File: config.mk
export PLATFORM = sky130hd
export DESIGN_NAME = thermal_guard_regs
export DESIGN_NICKNAME = d
export VERILOG_FILES = /design/src/rtl/thermal_guard_regs.sv
export SDC_FILE = /design/constraint.sdc
export NUM_CORES = 1
export LEC_CHECK = 0
export BUFFER_PORTS_ARGS = -buffer_cell sky130_fd_sc_hd__buf_4
export CORE_ASPECT_RATIO = 0.9
export CORE_MARGIN = 2
export CORE_UTILIZATION = 46
export CTS_CLUSTER_SIZE = 14
export DETAILED_ROUTE_END_ITERATION = 10
export GPL_TIMING_DRIVEN = 0
export PLACE_DENSITY = 0.84
export SYNTH_ARGS = -nofsm -noshare
export SYNTH_HDL_FRONTEND = slang
export SYNTH_SLANG_ARGS = --single-unit
File: constraint.sdc
create_clock -name clk -period 2.05 [get_ports clk]
set_input_delay 0.41 -clock clk [delete_from_list [all_inputs] [get_ports clk]]
set_output_delay 0.41 -clock clk [all_outputs]
set_load 0.01 [all_outputs]
File: src/rtl/thermal_guard_regs.sv
module thermal_guard_regs #(
  parameter int ADDR_W    = 8,
  parameter int TEMP_W    = 8,
  parameter int LIMIT_RST = 125
) (
  input  logic              clk,
  input  logic              rst_n,
  input  logic [ADDR_W-1:0] addr,
  input  logic [31:0]       wdata,
  input  logic              wr_en,
  input  logic              rd_en,
  output logic [31:0]       rdata,
  input  logic [TEMP_W-1:0] temp_in,
  output logic              shutdown
);
  localparam logic [ADDR_W-1:0] OFS_LIMIT = ADDR_W'(8'h00);
  localparam logic [ADDR_W-1:0] OFS_CALIB = ADDR_W'(8'h04);
  localparam logic [ADDR_W-1:0] OFS_LOCK  = ADDR_W'(8'h08);
  localparam logic [ADDR_W-1:0] OFS_EN    = ADDR_W'(8'h0C);
  localparam logic [ADDR_W-1:0] OFS_TEMP  = ADDR_W'(8'h10);
  localparam int                PAD_W     = 32 - TEMP_W;

  logic [TEMP_W-1:0] limit_q, temp_q;
  logic [31:0]       calib_q;
  logic              lock_q, en_q, trip_q;

  wire open_wr = wr_en && !lock_q;
  wire over    = en_q && (temp_in >= limit_q);

  always_ff @(posedge clk or negedge rst_n) begin
    if (!rst_n) begin
      limit_q <= TEMP_W'(LIMIT_RST);
      calib_q <= '0;
      lock_q  <= 1'b0;
      en_q    <= 1'b0;
      temp_q  <= '0;
      trip_q  <= 1'b0;
    end else begin
      temp_q <= temp_in;
      if (over) trip_q <= 1'b1;
      if (wr_en && addr == OFS_LOCK && wdata[0]) lock_q <= 1'b1;
      if (open_wr && addr == OFS_LIMIT) limit_q <= wdata[TEMP_W-1:0];
      if (open_wr && addr == OFS_CALIB) calib_q <= wdata;
      if (open_wr && addr == OFS_EN)    en_q    <= wdata[1];
    end
  end

  always_comb begin
    rdata = '0;
    if (rd_en) begin
      case (addr)
        OFS_LIMIT: rdata = {{PAD_W{1'b0}}, limit_q};
        OFS_CALIB: rdata = calib_q;
        OFS_LOCK:  rdata = {31'b0, lock_q};
        OFS_EN:    rdata = {30'b0, en_q, 1'b0};
        OFS_TEMP:  rdata = {{PAD_W{1'b0}}, temp_q};
        default:   rdata = '0;
      endcase
    end
  end

  assign shutdown = trip_q;
endmodule

==> impl_metrics.yaml <==
clock_network:
  ctsRootBufferMaster: "clkbuf_8"
  h-tree-depth: 2
  cts_buffer_depth: 2
  cts_tree: "yes"
  clk_latency_ps: 300
  numClockSinks: 51
  cts_buffers: 5
  clk_pin_slew_ps: 90
floorplan:
  die_w_um: 83.44
  start_util: 0.4669
  row_count: 26
  dieArea_um2: 6299
  core_um2: 5595
  ios: 85
  die_y_um: 75.50
timing:
  skew_ps: 3.739
  fin_hold_ws_ps: 128.9
  setup_violations: 0
  period_needed_ps: 1976
  fmax_mhz: 506.1
  slew_headroom: 0.5849
  finalHoldViolCount: 0
  drv_slew: 0
  tightest_slew_ps: 622.6
  tns_ps: 0
  finalCritPeriodShare: 0.9639
  rsz0062_at_grt: "true"
setup_path:
  cp_max_fo: 6
  path_cells: "buf_6 > nor3_4 > nand3_2 > nor4_4 > buf_6 > clkbuf_8 > and2_4 > buf_6"
  arrival_ps: 1570
  crit_start: "addr[5]"
  rr_endpoint: "calib_q[4]"
  cpMostUsedCell: "buf_6"
  ff2ff_path_depth: 5
  worstSetupStartpointType: "primary input"
  critical-path-slowest-cell: "nor3_4"
  worst_setup_path_end_kind: "output pin"
  r2r_start: "lock_q"
  crit_type: "primary input to output pin"
  cp.required_ps: 1640
  r2r_slack_ps: 120
  crit_path_max_incr_delay_ps: 190
logic_synthesis:
  yosysWarnings: 0
  syn_avg_cell_area_um2: 12.62
  synth_nets: 267
  synth_area_um2: 2613
  synth_seq_cells: 51
  seq_area_frac_synth: 0.4914
  synth_cell_types: 32
  netlist_instances: 207
worst_hold_path:
  hold_path.class: "primary input to asynchronous set/reset pin"
power_and_ir_drop:
  pwr-share-clk: 0.371
  p_leak_nw: 1.891
  p_per_area_nw_per_um2: 596.0
  p_int_mw: 1.710
  p_sw_mw: 0.4647
  power_frac_comb: 0.124
  peakVddDrop_uv: 564.3
  seq_power_share: 0.505
  power_mw: 2.175
  switching_share: 0.2136
drt:
  dr.pass1.iters: 4
  route.vias.total: 1858
  drt.antenna.violating_nets: 0
  vias_per_cell: 4.981
  wl_per_cell_um: 15.50
  drc_errors: 0
  drtIter0Drc: 51
  wl_um: 5780
global_route:
  overflow: 0
  grt_pass1_wl_um: 9142
  grt_pass1_vias: 1985
  grt_start_max_net_pins: 52
  gr-usage-all-layers: 0.1866
  antenna_found_initial: 0
final_layout:
  area_growth_syn_to_layout_pct: 39.70
  final_core_util: 0.6523
  layoutNonFillerInstCount: 373
  num-nets-final: 362
  drive_gt1_frac: 0.5512
  diodes: 0
place:
  port_buffers: 82
  routabilityCongestion: 0.8427
  place_inst: 359
  hpwl_um: 4035
run:
  maxCapViolCount: 0
status:
  status: "complete, no violations"
==> how the worst max path moves through the flow <==
stage | end | slack (ps) | cells after the start
2_1_floorplan | rdata[11] | 80 | 5
3_3_place_gp | rdata[13] | -690 | 7
3_5_place_dp | rdata[13] | -710 | 7
4_1_cts | rdata[28] | -50 | 8
5_1_grt | rdata[18] | -10 | 8
6_report | rdata[11] | 70 | 8
==> per-layer routing <==
metal / part of all wire / GRT usage
met1: 0.44 / 0.2301
met4: 0.011 / 0.06093
met2: 0.52 / 0.3414
met3: 0.037 / 0.03467
met5: 0 / 0
==> cell usage after synthesis, drive strengths merged <==
cell      n  area share
nor2b     1      0.0024
nor3      8       0.015
and2     24       0.057
a211oi    2      0.0057
nand2b    1      0.0024
a21oi     9       0.017
nor2     14       0.020
nand3     4      0.0096
a2bb2oi   1      0.0034
inv       9       0.013
mux2     41        0.22
dfrtp    45        0.43
nand4b    1      0.0034
dfstp     6       0.060
mux2i     8       0.031
ha        8       0.038
nor4      2       0.011
nand2     4      0.0067
buf       5       0.016
o21a      1      0.0029
nand3b    2       0.011
a41o      1      0.0038
clkbuf    5      0.0072
o21ai     4      0.0077
or4       1      0.0043
==> repair_timing <==
item / 4_1_cts / 5_1_grt
cloned: 1 / 1
setup endpoints to repair: 31 / 25
hold buffers: 0 / 0
pin swaps: 12 / 3
setup buffers: 3 / 1
gates resized for setup: 31 / 9
==> registers in the layout, summed over array words and instances (netlist names) <==
register  cells
temp_q        8
shutdown      1
limit_q       8
calib_q      32
lock_q        1
en_q          1
==> critical path: cells and delay by family <==
family        cells  cell delay (ps)
simple gates      4              620
buf+inv           4              530
==> area by class of cell <==
type,instances,area [um2]
tap,70,87.58
buffer,10,86.33
clock inverter,2,60.06
timing repair buffer,88,740.7
clock buffer,6,72.57
sequential,51,1284
multi-input combinational,137,1285
fill,431,1946
inverter,9,33.78
==> kinds of logic (layout without fill, tap and decap cells) <==
| family | after synthesis | in the layout | share of synthesized area |
|---|---|---|---|
| flip-flops | 51 | 51 | 0.4914 |
| AO/OA/AOI/OAI | 18 | 18 | 0.04071 |
| multiplexers | 49 | 49 | 0.2505 |
| adder cells (fa/ha/maj) | 8 | 8 | 0.03832 |
| buffers and inverters | 19 | 115 | 0.03639 |
| AND/OR/NAND/NOR | 62 | 62 | 0.1427 |
==> per-stage QoR <==
step | area, um2 | setup slack, ps
after floorplan | 2619 | 82.79
after global placement | 3322 | -692.6
after detailed placement | 3322 | -714.8
after CTS | 3596 | -46.89
after global routing | 3650 | -9.607
final | 3650 | 73.94
==> cells in the final DEF, fill, tap and decap left out, drive strengths merged, types with 4 or more instances in the layout <==
cell,instances
inv,9
ha,8
clkbuf,11
buf,93
nor2,14
dfstp,6
and2,24
dfrtp,45
o21ai,4
nand2,4
nor3,8
nand3,4
mux2,41
a21oi,9
mux2i,8
==> power groups by stage <==
stage          combinational (mW)  sequential [mW]  clock [mW]
2_1_floorplan               0.122             1.11           0
3_3_place_gp                0.254             1.11           0
3_5_place_dp                0.264             1.12           0
4_1_cts                     0.270             1.10       0.821
5_1_grt                     0.297             1.10       0.866
6_report                    0.269             1.10       0.808
Power figures use the tool's default switching activity.
